===== config.mk =====
export PLATFORM = sky130hd
export DESIGN_NAME = spi_pkt_master
export DESIGN_NICKNAME = d
export VERILOG_FILES = /design/src/rtl/spi_pkt_pkg.sv /design/src/rtl/spi_pkt_delay.sv /design/src/rtl/spi_pkt_shift.sv /design/src/rtl/spi_pkt_seq.sv /design/src/rtl/spi_pkt_master.sv
export SDC_FILE = /design/constraint.sdc
export NUM_CORES = 1
export LEC_CHECK = 0
export ABC_AREA = 1
export BUFFER_PORTS_ARGS = -buffer_cell sky130_fd_sc_hd__buf_2
export CAP_MARGIN = 20
export CORE_ASPECT_RATIO = 1.2
export CORE_UTILIZATION = 30
export DETAILED_ROUTE_END_ITERATION = 10
export HOLD_SLACK_MARGIN = 0.08
export PLACE_DENSITY = 0.52
export SLEW_MARGIN = 5
export SYNTH_ARGS = -nofsm -noshare
export SYNTH_HDL_FRONTEND = slang
export SYNTH_SLANG_ARGS = --single-unit

===== constraint.sdc =====
create_clock -name clk -period 4.1 [get_ports clk]
set_input_delay 0.82 -clock clk [delete_from_list [all_inputs] [get_ports clk]]
set_output_delay 0.82 -clock clk [all_outputs]
set_load 0.01 [all_outputs]

===== src/rtl/spi_pkt_pkg.sv =====
package spi_pkt_pkg;
  typedef enum logic [2:0] {
    ST_IDLE,
    ST_SETUP,
    ST_FETCH,
    ST_BITS,
    ST_HOLD,
    ST_GAP,
    ST_PAUSE
  } seq_state_e;
endpackage


===== src/rtl/spi_pkt_delay.sv =====
// Down-counter for one timing phase: loaded on phase entry, expired at zero.
module spi_pkt_delay #(
  parameter int CNT_W = 16
) (
  input  logic             clk,
  input  logic             rst,
  input  logic             load,
  input  logic [CNT_W-1:0] load_val,
  output logic             expired
);
  logic [CNT_W-1:0] cnt_q;

  always_ff @(posedge clk) begin
    if (rst)                cnt_q <= '0;
    else if (load)          cnt_q <= load_val;
    else if (cnt_q != '0)   cnt_q <= cnt_q - 1'b1;
  end

  assign expired = (cnt_q == '0);
endmodule


===== src/rtl/spi_pkt_shift.sv =====
// Transmit and receive shift registers with per-direction bit order.
module spi_pkt_shift #(
  parameter int DATA_W = 8
) (
  input  logic              clk,
  input  logic              rst,
  input  logic              load,
  input  logic [DATA_W-1:0] load_data,
  input  logic              tx_lsb_first,
  input  logic              advance,
  input  logic              sample,
  input  logic              miso,
  input  logic              rx_lsb_first,
  output logic              tx_head,
  output logic              tx_next,
  output logic [DATA_W-1:0] rx_word
);
  logic [DATA_W-1:0] tx_sr_q;
  logic [DATA_W-1:0] rx_sr_q;

  always_ff @(posedge clk) begin
    if (rst) begin
      tx_sr_q <= '0;
    end else if (load) begin
      tx_sr_q <= load_data;
    end else if (advance) begin
      if (tx_lsb_first) tx_sr_q <= {1'b0, tx_sr_q[DATA_W-1:1]};
      else              tx_sr_q <= {tx_sr_q[DATA_W-2:0], 1'b0};
    end
  end

  always_ff @(posedge clk) begin
    if (rst) begin
      rx_sr_q <= '0;
    end else if (sample) begin
      if (rx_lsb_first) rx_sr_q <= {miso, rx_sr_q[DATA_W-1:1]};
      else              rx_sr_q <= {rx_sr_q[DATA_W-2:0], miso};
    end
  end

  assign tx_head = tx_lsb_first ? tx_sr_q[0] : tx_sr_q[DATA_W-1];
  assign tx_next = tx_lsb_first ? tx_sr_q[1] : tx_sr_q[DATA_W-2];
  assign rx_word = rx_sr_q;
endmodule


===== src/rtl/spi_pkt_seq.sv =====
// Phase sequencer: setup, byte fetch, bit halves, hold, gap, pause.
module spi_pkt_seq
  import spi_pkt_pkg::*;
#(
  parameter int SCK_W  = 8,
  parameter int CS_W   = 16,
  parameter int GAP_W  = 8,
  parameter int LEN_W  = 16,
  parameter int LOOP_W = 8,
  parameter int DATA_W = 8,
  parameter int CNT_W  = 16
) (
  input  logic              clk,
  input  logic              rst,
  input  logic [SCK_W-1:0]  sck_hi_cyc,
  input  logic [SCK_W-1:0]  sck_lo_cyc,
  input  logic [CS_W-1:0]   cs_setup_cyc,
  input  logic [CS_W-1:0]   cs_hold_cyc,
  input  logic [GAP_W-1:0]  cs_gap_cyc,
  input  logic [LEN_W-1:0]  pkt_bytes_m1,
  input  logic [LOOP_W-1:0] pkt_count_m1,
  input  logic              cpol,
  input  logic              cpha,
  input  logic              tx_lsb_first,
  input  logic              cs_active_high,
  input  logic              pause_en,
  input  logic              start,
  input  logic              resume,
  input  logic              abort,
  input  logic [DATA_W-1:0] tx_data,
  input  logic              tx_valid,
  input  logic              tx_head,
  input  logic              tx_next,
  input  logic              cnt_expired,
  output logic              cnt_load,
  output logic [CNT_W-1:0]  cnt_val,
  output logic              sh_load,
  output logic              sh_advance,
  output logic              sh_sample,
  output logic              tx_ready,
  output logic              rx_valid,
  output logic              done,
  output logic              spi_sck,
  output logic              spi_mosi,
  output logic              spi_cs
);
  localparam int BIT_W = (DATA_W > 1) ? $clog2(DATA_W) : 1;
  localparam logic [BIT_W-1:0] LAST_BIT = BIT_W'(DATA_W - 1);

  seq_state_e        state_q;
  logic              half_q;
  logic [BIT_W-1:0]  bit_q;
  logic [LEN_W-1:0]  bytes_left_q;
  logic [LOOP_W-1:0] pkts_left_q;
  logic              cs_q, sck_q, mosi_q, done_q, rxv_q;

  logic [CNT_W-1:0] first_half, second_half;
  logic             first_bit;
  logic             half_end;

  assign first_half  = cpol ? CNT_W'(sck_hi_cyc) : CNT_W'(sck_lo_cyc);
  assign second_half = cpol ? CNT_W'(sck_lo_cyc) : CNT_W'(sck_hi_cyc);
  assign first_bit   = tx_lsb_first ? tx_data[0] : tx_data[DATA_W-1];
  assign half_end    = (state_q == ST_BITS) && cnt_expired;

  // Counter reload for the phase being entered
  always_comb begin
    cnt_load = 1'b0;
    cnt_val  = '0;
    unique case (state_q)
      ST_IDLE: if (start) begin
        cnt_load = 1'b1; cnt_val = CNT_W'(cs_setup_cyc);
      end
      ST_PAUSE: if (resume) begin
        cnt_load = 1'b1; cnt_val = CNT_W'(cs_setup_cyc);
      end
      ST_GAP: if (cnt_expired) begin
        cnt_load = 1'b1; cnt_val = CNT_W'(cs_setup_cyc);
      end
      ST_FETCH: if (tx_valid) begin
        cnt_load = 1'b1; cnt_val = first_half;
      end
      ST_BITS: if (cnt_expired) begin
        if (!half_q) begin
          cnt_load = 1'b1; cnt_val = second_half;
        end else if (bit_q != LAST_BIT) begin
          cnt_load = 1'b1; cnt_val = first_half;
        end else if (bytes_left_q == '0) begin
          cnt_load = 1'b1; cnt_val = CNT_W'(cs_hold_cyc);
        end
      end
      ST_HOLD: if (cnt_expired && pkts_left_q != '0) begin
        cnt_load = 1'b1; cnt_val = CNT_W'(cs_gap_cyc);
      end
      default: ;
    endcase
  end

  assign sh_load    = (state_q == ST_FETCH) && tx_valid;
  assign sh_advance = half_end && half_q;
  assign sh_sample  = half_end && (half_q == cpha);

  always_ff @(posedge clk) begin
    if (rst || abort) begin
      state_q      <= ST_IDLE;
      half_q       <= 1'b0;
      bit_q        <= '0;
      bytes_left_q <= '0;
      pkts_left_q  <= '0;
      cs_q         <= ~cs_active_high;
      sck_q        <= cpol;
      mosi_q       <= 1'b0;
      done_q       <= 1'b0;
      rxv_q        <= 1'b0;
    end else begin
      done_q <= 1'b0;
      rxv_q  <= 1'b0;
      unique case (state_q)
        ST_IDLE: begin
          cs_q  <= ~cs_active_high;
          sck_q <= cpol;
          if (start) begin
            state_q      <= ST_SETUP;
            cs_q         <= cs_active_high;
            bytes_left_q <= pkt_bytes_m1;
            pkts_left_q  <= pkt_count_m1;
          end
        end
        ST_PAUSE: begin
          sck_q <= cpol;
          if (resume) begin
            state_q      <= ST_SETUP;
            bytes_left_q <= pkt_bytes_m1;
            pkts_left_q  <= pkt_count_m1;
          end
        end
        ST_SETUP: if (cnt_expired) state_q <= ST_FETCH;
        ST_FETCH: if (tx_valid) begin
          state_q <= ST_BITS;
          half_q  <= 1'b0;
          bit_q   <= '0;
          if (!cpha) mosi_q <= first_bit;
        end
        ST_BITS: if (cnt_expired) begin
          if (!half_q) begin
            half_q <= 1'b1;
            sck_q  <= ~cpol;
            if (cpha) mosi_q <= tx_head;
          end else begin
            half_q <= 1'b0;
            sck_q  <= cpol;
            if (bit_q != LAST_BIT) begin
              bit_q <= bit_q + 1'b1;
              if (!cpha) mosi_q <= tx_next;
            end else begin
              rxv_q <= 1'b1;
              if (bytes_left_q != '0) begin
                bytes_left_q <= bytes_left_q - 1'b1;
                state_q      <= ST_FETCH;
              end else begin
                state_q <= ST_HOLD;
              end
            end
          end
        end
        ST_HOLD: if (cnt_expired) begin
          if (pkts_left_q != '0) begin
            pkts_left_q  <= pkts_left_q - 1'b1;
            bytes_left_q <= pkt_bytes_m1;
            state_q      <= ST_GAP;
            cs_q         <= ~cs_active_high;
          end else begin
            done_q <= 1'b1;
            if (pause_en) begin
              state_q <= ST_PAUSE;
            end else begin
              state_q <= ST_IDLE;
              cs_q    <= ~cs_active_high;
            end
          end
        end
        ST_GAP: if (cnt_expired) begin
          state_q <= ST_SETUP;
          cs_q    <= cs_active_high;
        end
        default: state_q <= ST_IDLE;
      endcase
    end
  end

  assign tx_ready = (state_q == ST_FETCH);
  assign rx_valid = rxv_q;
  assign done     = done_q;
  assign spi_sck  = sck_q;
  assign spi_mosi = mosi_q;
  assign spi_cs   = cs_q;
endmodule


===== src/rtl/spi_pkt_master.sv =====
module spi_pkt_master #(
  parameter int SCK_W  = 8,
  parameter int CS_W   = 16,
  parameter int GAP_W  = 8,
  parameter int LEN_W  = 16,
  parameter int LOOP_W = 8,
  parameter int DATA_W = 8
) (
  input  logic              clk,
  input  logic              rst,
  input  logic [SCK_W-1:0]  sck_hi_cyc,
  input  logic [SCK_W-1:0]  sck_lo_cyc,
  input  logic [CS_W-1:0]   cs_setup_cyc,
  input  logic [CS_W-1:0]   cs_hold_cyc,
  input  logic [GAP_W-1:0]  cs_gap_cyc,
  input  logic [LEN_W-1:0]  pkt_bytes_m1,
  input  logic [LOOP_W-1:0] pkt_count_m1,
  input  logic              cpol,
  input  logic              cpha,
  input  logic              tx_lsb_first,
  input  logic              rx_lsb_first,
  input  logic              cs_active_high,
  input  logic              pause_en,
  input  logic              start,
  input  logic              resume,
  input  logic              abort,
  input  logic [DATA_W-1:0] tx_data,
  input  logic              tx_valid,
  output logic              tx_ready,
  output logic [DATA_W-1:0] rx_data,
  output logic              rx_valid,
  output logic              done,
  output logic              spi_sck,
  output logic              spi_mosi,
  output logic              spi_cs,
  input  logic              spi_miso
);
  localparam int W_A   = (SCK_W > GAP_W) ? SCK_W : GAP_W;
  localparam int CNT_W = (CS_W > W_A) ? CS_W : W_A;

  logic             cnt_load, cnt_expired;
  logic [CNT_W-1:0] cnt_val;
  logic             sh_load, sh_advance, sh_sample, tx_head, tx_next;

  spi_pkt_delay #(.CNT_W(CNT_W)) u_delay (
    .clk(clk), .rst(rst), .load(cnt_load), .load_val(cnt_val), .expired(cnt_expired)
  );

  spi_pkt_shift #(.DATA_W(DATA_W)) u_shift (
    .clk(clk), .rst(rst), .load(sh_load), .load_data(tx_data),
    .tx_lsb_first(tx_lsb_first), .advance(sh_advance), .sample(sh_sample),
    .miso(spi_miso), .rx_lsb_first(rx_lsb_first),
    .tx_head(tx_head), .tx_next(tx_next), .rx_word(rx_data)
  );

  spi_pkt_seq #(
    .SCK_W(SCK_W), .CS_W(CS_W), .GAP_W(GAP_W), .LEN_W(LEN_W),
    .LOOP_W(LOOP_W), .DATA_W(DATA_W), .CNT_W(CNT_W)
  ) u_seq (
    .clk(clk), .rst(rst),
    .sck_hi_cyc(sck_hi_cyc), .sck_lo_cyc(sck_lo_cyc),
    .cs_setup_cyc(cs_setup_cyc), .cs_hold_cyc(cs_hold_cyc), .cs_gap_cyc(cs_gap_cyc),
    .pkt_bytes_m1(pkt_bytes_m1), .pkt_count_m1(pkt_count_m1),
    .cpol(cpol), .cpha(cpha), .tx_lsb_first(tx_lsb_first),
    .cs_active_high(cs_active_high), .pause_en(pause_en),
    .start(start), .resume(resume), .abort(abort),
    .tx_data(tx_data), .tx_valid(tx_valid),
    .tx_head(tx_head), .tx_next(tx_next), .cnt_expired(cnt_expired),
    .cnt_load(cnt_load), .cnt_val(cnt_val),
    .sh_load(sh_load), .sh_advance(sh_advance), .sh_sample(sh_sample),
    .tx_ready(tx_ready), .rx_valid(rx_valid), .done(done),
    .spi_sck(spi_sck), .spi_mosi(spi_mosi), .spi_cs(spi_cs)
  );
endmodule


=== Word level (Yosys, flattened, before mapping) ===
Cells that the tools add are included.
W data, S select, Z words.

* Register bits: 68
* Output and inout port bits: 14
* Input port bits: 101

* Equality and inequality tests: 28
* Bitwise gates (word level): 6
* Reductions and logical operators: 30
* Mux-type cells: 88
* $add $sub $neg: 4

{| class="wikitable"
|+ Operators by type and width
! operator !! count
|-
| $mux W16 || 18
|-
| $pmux W16 S6 || 1
|-
| $mux W8 || 11
|-
| $pmux W16 S4 || 1
|-
| $mux W3 || 16
|-
| $mux W1 || 33
|-
| $logic_not A16 Y1 || 2
|-
| $reduce_bool A16 Y1 || 2
|-
| $sub A16 B1 Y16 const B || 2
|-
| $pmux W8 S3 || 1
|-
| $pmux W3 S7 || 1
|-
| $reduce_and A9 Y1 || 2
|-
| $ne A2 B2 Y1 const B || 7
|-
| $ne A2 B1 Y1 const B || 6
|-
| $reduce_and A5 Y1 || 2
|-
| $eq A3 B3 Y1 const B || 3
|-
| $ne A3 B3 Y1 const B || 3
|-
| $reduce_bool A4 Y1 || 2
|-
| $reduce_bool A8 Y1 || 1
|-
| $sub A8 B1 Y8 const B || 1
|-
| $reduce_and A7 Y1 || 1
|-
| $eq A3 B2 Y1 const B || 2
|-
| $ne A3 B1 Y1 const B || 2
|-
| $ne A3 B2 Y1 const B || 2
|-
| 20 further kinds || 34
|}

=== Depth between registers and ports, before layout ===
* Depth after elaboration: 7
* Depth in mapped cells: 15
* Mapped depth without buffers: 15

=== Modules after synthesis ===
A second synthesis with hierarchy kept.

* Cells, all modules: 943
* Area, all modules: 5451.5 um2

{| class="wikitable"
|+ By module, submodules not included
! module !! area an instance (um2) !! cells an instance !! times used !! sequential area each (um2)
|-
| spi_pkt_seq || 3419.5 || 617 || 1 || 740.7
|-
| spi_pkt_delay || 1114.8 || 179 || 1 || 320.3
|-
| spi_pkt_shift || 917.1 || 147 || 1 || 320.3
|}

=== Worst setup path before layout ===
OpenSTA, ideal clock, no wires.

* Kind: input port to flip-flop
* From: input port cpol
* To: register u_delay.cnt_q[7]
* Data arrival time: 1.909 ns
* Path slack: 2.071 ns
* Cell stages on the path: 11
* Buffers on the path: 2
* Required time: 3.979 ns
* Cell sequence: clkbuf_1 > clkbuf_1 > o21ai_0 > o21ai_0 > inv_1 > nand2_1 > nand2_1 > nand2_1 > nand3_1 > o21ai_0 > nor2_1

* Cells in the longest elaborated chain, start to end: 6
* Elaborated cells on any way between the ends: 8

{| class="wikitable"
|+ RTL lines
! element !! RTL line !! text
|-
| from (decl) || spi_pkt_master.sv:18 || <nowiki>input logic cpol,</nowiki>
|-
| $mux W8 || spi_pkt_seq.sv:61 || <nowiki>assign first_half = cpol ? CNT_W'(sck_hi_cyc) : CNT_W'(sck_lo_cyc);</nowiki>
|-
| $mux W16 || spi_pkt_seq.sv:86 || <nowiki>end else if (bit_q != LAST_BIT) begin</nowiki>
|-
| $mux W16 || spi_pkt_seq.sv:84 || <nowiki>if (!half_q) begin</nowiki>
|-
| $mux W16 || spi_pkt_seq.sv:83 || <nowiki>ST_BITS: if (cnt_expired) begin</nowiki>
|-
| $pmux W16 S6 (*) || spi_pkt_seq.sv:70 || <nowiki>unique case (state_q)</nowiki>
|-
| $mux W16 (*) || spi_pkt_delay.sv:15 || <nowiki>else if (load) cnt_q <= load_val;</nowiki>
|-
| to (signal assigned) || spi_pkt_delay.sv:15 ||
|-
| to (signal assigned) || spi_pkt_delay.sv:16 || <nowiki>else if (cnt_q != '0) cnt_q <= cnt_q - 1'b1;</nowiki>
|-
| to (decl) || spi_pkt_delay.sv:11 || <nowiki>logic [CNT_W-1:0] cnt_q;</nowiki>
|}

Mark *: on every way between the ends. The rest lies on a longest branch, timed or not.
A chain may end at the register's enable or synchronous reset.

=== Worst setup path after layout ===
* From: register u_seq.bit_q[0]
* To: register u_seq.bytes_left_q[9]

* Cells in the longest elaborated chain, start to end: 3

{| class="wikitable"
|+ RTL lines
! element !! RTL line !! text
|-
| from (decl) || spi_pkt_seq.sv:52 || <nowiki>logic [BIT_W-1:0] bit_q;</nowiki>
|-
| from (signal assigned) || spi_pkt_seq.sv:153 || <nowiki>bit_q <= bit_q + 1'b1;</nowiki>
|-
| $ne A3 B3 Y1 || spi_pkt_seq.sv:152 || <nowiki>if (bit_q != LAST_BIT) begin</nowiki>
|-
| $ne A2 B2 Y1 (no source line) || n/a ||
|-
| $reduce_and A9 Y1 (no source line) || n/a ||
|-
| to (signal assigned) || spi_pkt_seq.sv:133 || <nowiki>bytes_left_q <= pkt_bytes_m1;</nowiki>
|-
| to (signal assigned) || spi_pkt_seq.sv:158 || <nowiki>bytes_left_q <= bytes_left_q - 1'b1;</nowiki>
|-
| to (signal assigned) || spi_pkt_seq.sv:169 || <nowiki>bytes_left_q <= pkt_bytes_m1;</nowiki>
|-
| to (decl) || spi_pkt_seq.sv:53 || <nowiki>logic [LEN_W-1:0] bytes_left_q;</nowiki>
|}

No other way between the ends.

==> impl_metrics.ini <==
[run_status]
status = completed

[power_and_ir_drop]
p_per_area_nw_per_um2 = 360
leakage_uw = 0.00296
sw_frac_of_total_pct = 36.4
p_clk_share_pct = 35.2
netSwitchingPower_uw = 825
intPower_uw = 1440
vdd_ir_drop_max_mv = 0.188
p_comb_share_pct = 30.7
pwr-share-seq_pct = 34.1

[global_routing]
grt_pass1_vias = 5321
track_usage_pct = 18.5
antenna_found_initial = 1
grt_pass1_wl_mm = 26.2
grt_max_degree = 34
globalRoute.totalOverflow = 0

[critical_path]
crit_arrival_ns = 2.76
crit_family = adder cells
required_ns = 4.34
crit_path_max_fanout = 18
worstRegToRegCells = 11
r2r_start = u_seq.bit_q[0]
rrSetupSlack_ns = 1.58
crit_slowest_cell = ha_1
cp-end-kind = flop
r2r_end = u_seq.bytes_left_q[9]
worstSetupStartpointType = flop
cp_cell_sequence = ha_1 > ha_1 > inv_1 > o21bai_1 > nand3_2 > nor2_2 > nand2_4 > inv_6 > nand2_1 > nand2_1 > nor2_1
worst-path-buf-inv = 2
crit_path_max_incr_delay_ns = 0.57
critical_path_class = reg2reg
cp.depth = 11

[final_layout]
nFillCells = 1981
mostFrequentLayoutCell = nand2_1
final_cell_mix = nand2_1, buf_2, inv_1
num_antenna_cells = 0
seqCellArea_um2 = 1380
area_growth_pct = 18.8
multi_input_area_um2 = 3370
drive_gt1_share_pct = 22.3
final_nets = 1043

[synthesis]
async_flop_share_pct = 0
synth_flop_cell = dfxtp_1
synth_compound_area_share_pct = 19.5
synthAdderAreaFrac_pct = 2.36
synth_xor_area_share_pct = 3.30
seq_area_frac_synth_pct = 26.0
synth_cells = 833
synth_nets = 944
netlist_area_um2 = 5310
ys_types = 52
ys_ff_latch = 68
syn_area_per_cell_um2 = 6.37
synth_top_family_by_area = simple AND/OR/NAND/NOR gates
yosysWarnings = 0
synth-simple-area-share_pct = 37.8
synthMuxAreaShare_pct = 0.566
synth-edff-count = 2

[timing]
hold_viol = 0
maxSlewViolCount = 0
finalSetupViolCount = 0
hold_slack_ns = 0.471
max_freq_ghz = 0.397
timing.final.crit_share_pct = 61.4
maxSlewHeadroom_pct = 56.7
rsz0062_at_grt = no
min_period_ns = 2.52
skew_ns = 0.00744
layout_setup_ws_ns = 1.58
worstMarginPinSlew_ns = 0.649
fin_tns_setup_ns = 0

[hold_path]
hold_end = u_seq.bit_q[1]
hold_path_class = reg2reg
min_from = u_seq.bit_q[1]
whs_path_depth = 2

[route]
wl_mm = 16.2
first_pass_iters = 4
vias_per_cell = 4.77
vias = 5502
antenna_left = 0
drcViolationCount = 0
dr.first_iter.drc_count = 228
wl_per_cell_um = 14.1

[placement]
io_buffers = 114
dp_hpwl_mm = 12.5
place.gp.congestion = 0.895
dpl_worst_slack_ns = 1.57

[flow_run]
cap_violations = 0

[cts]
cts_sinks = 68
path_clk_slew_ns = 0.06
cts_tree = done
cts_buffers = 9
clock_path_buffers = 2
cts-root-buf = clkbuf_16
clkLatencyLatePin_ns = 0.34
cts_hold_buf = 0
htreeDepth = 3
postCtsSetupRepairBufs = 0
ctsResizeCount = 0

[floorplan]
die_h_um = 148
die_width_um = 123
ios = 115
coreArea_um2 = 17100
initial_core_util_pct = 31.0
rows = 52
dieArea_um2 = 18200
-- power groups by stage --
| stage | Clock (uW) | Sequential (uW) | Combinational (uW) |
|---|---|---|---|
| 2_1_floorplan | 0 | 770 | 533 |
| 3_3_place_gp | 0 | 789 | 699 |
| 3_5_place_dp | 0 | 787 | 697 |
| 4_1_cts | 815 | 773 | 701 |
| 5_1_grt | 845 | 780 | 788 |
| 6_report | 799 | 773 | 696 |
-- cell type report --
cell class,instances,share of cell area [%]
inverter,98,6.07
sequential,68,21.9
tap,216,4.28
clock buffer,11,4.36
multi-input combinational,638,53.5
timing repair buffer,117,9.40
clock inverter,5,0.496
-- cells by family (layout without fill, tap and decap cells) --
kind of cell / count (synthesis) / count (layout)
AND/OR/NAND/NOR: 424 / 424
buffers and inverters: 127 / 231
XOR/XNOR: 20 / 20
AO/OA/AOI/OAI: 181 / 181
adder cells (fa/ha/maj): 10 / 10
flip-flops: 68 / 68
multiplexers: 3 / 3
-- cells in the mapped netlist, types with 7 or more instances --
master	n	area share (%)
nor2_2	9	1.1
nand3_1	40	3.8
xor2_1	17	2.8
inv_1	85	6.0
dfxtp_1	66	25
nor2_4	11	2.3
nor2_1	76	5.4
nand2_4	7	1.5
nor3_1	9	0.85
nand2_2	13	1.5
o21ai_0	83	7.8
o211ai_1	7	0.99
a21oi_2	7	1.2
a211oi_1	7	0.99
ha_1	10	2.4
a21oi_1	45	4.2
clkbuf_1	15	1.1
nand2_1	230	16
nand4_1	7	0.82
a31oi_1	19	2.2
-- routing by layer --
layer  up-vias  routed length, um  track usage, %
met1      2463               7050            21.5
li1       2924                  -               -
met5         -                 11               0
met2        95               8310            33.6
met4         2                252            5.78
met3        18                601            3.63
-- flip-flops by register name, indices dropped and copies added (netlist names) --
signal	count
u_delay.cnt_q	16
u_seq.bytes_left_q	16
u_seq.pkts_left_q	8
u_shift.rx_word	8
u_shift.tx_sr_q	8
u_seq.bit_q	3
u_seq.state_q	3
u_seq.done	1
u_seq.half_q	1
u_seq.rx_valid	1
u_seq.spi_cs	1
u_seq.spi_mosi	1
u_seq.spi_sck	1
-- tightest hold or removal path, cell delays in order (launching register included) --
cell and delay (ns):
dfxtp_1 0.31, nand2_1 0.06, a21oi_1 0.05
-- how the worst max path moves through the flow --
stage                    from                     end  slack [ns]
2_1_floorplan            cpol        u_delay.cnt_q[7]        2.07
3_3_place_gp   u_seq.bit_q[0]   u_seq.bytes_left_q[8]        1.54
3_5_place_dp         tx_valid        u_delay.cnt_q[8]        1.57
4_1_cts        u_seq.bit_q[0]   u_seq.bytes_left_q[9]        1.57
5_1_grt        u_seq.bit_q[0]  u_seq.bytes_left_q[15]        1.33
6_report       u_seq.bit_q[0]   u_seq.bytes_left_q[9]        1.58
-- through the flow --
| step | util, % | instances | instance area (um2) | power [uW] |
|---|---|---|---|---|
| 6_report | 36.9 | 1153 | 6310 | 2270 |
| 5_1_grt | 36.9 | 1153 | 6310 | 2410 |
| 4_1_cts | 36.9 | 1153 | 6310 | 2290 |
| 3_5_place_dp | 35.1 | 1137 | 6000 | 1480 |
| 3_3_place_gp | 35.1 | 1137 | 6000 | 1490 |
| 2_1_floorplan | - | 833 | 5310 | 1300 |
Power figures use the tool's default switching activity.
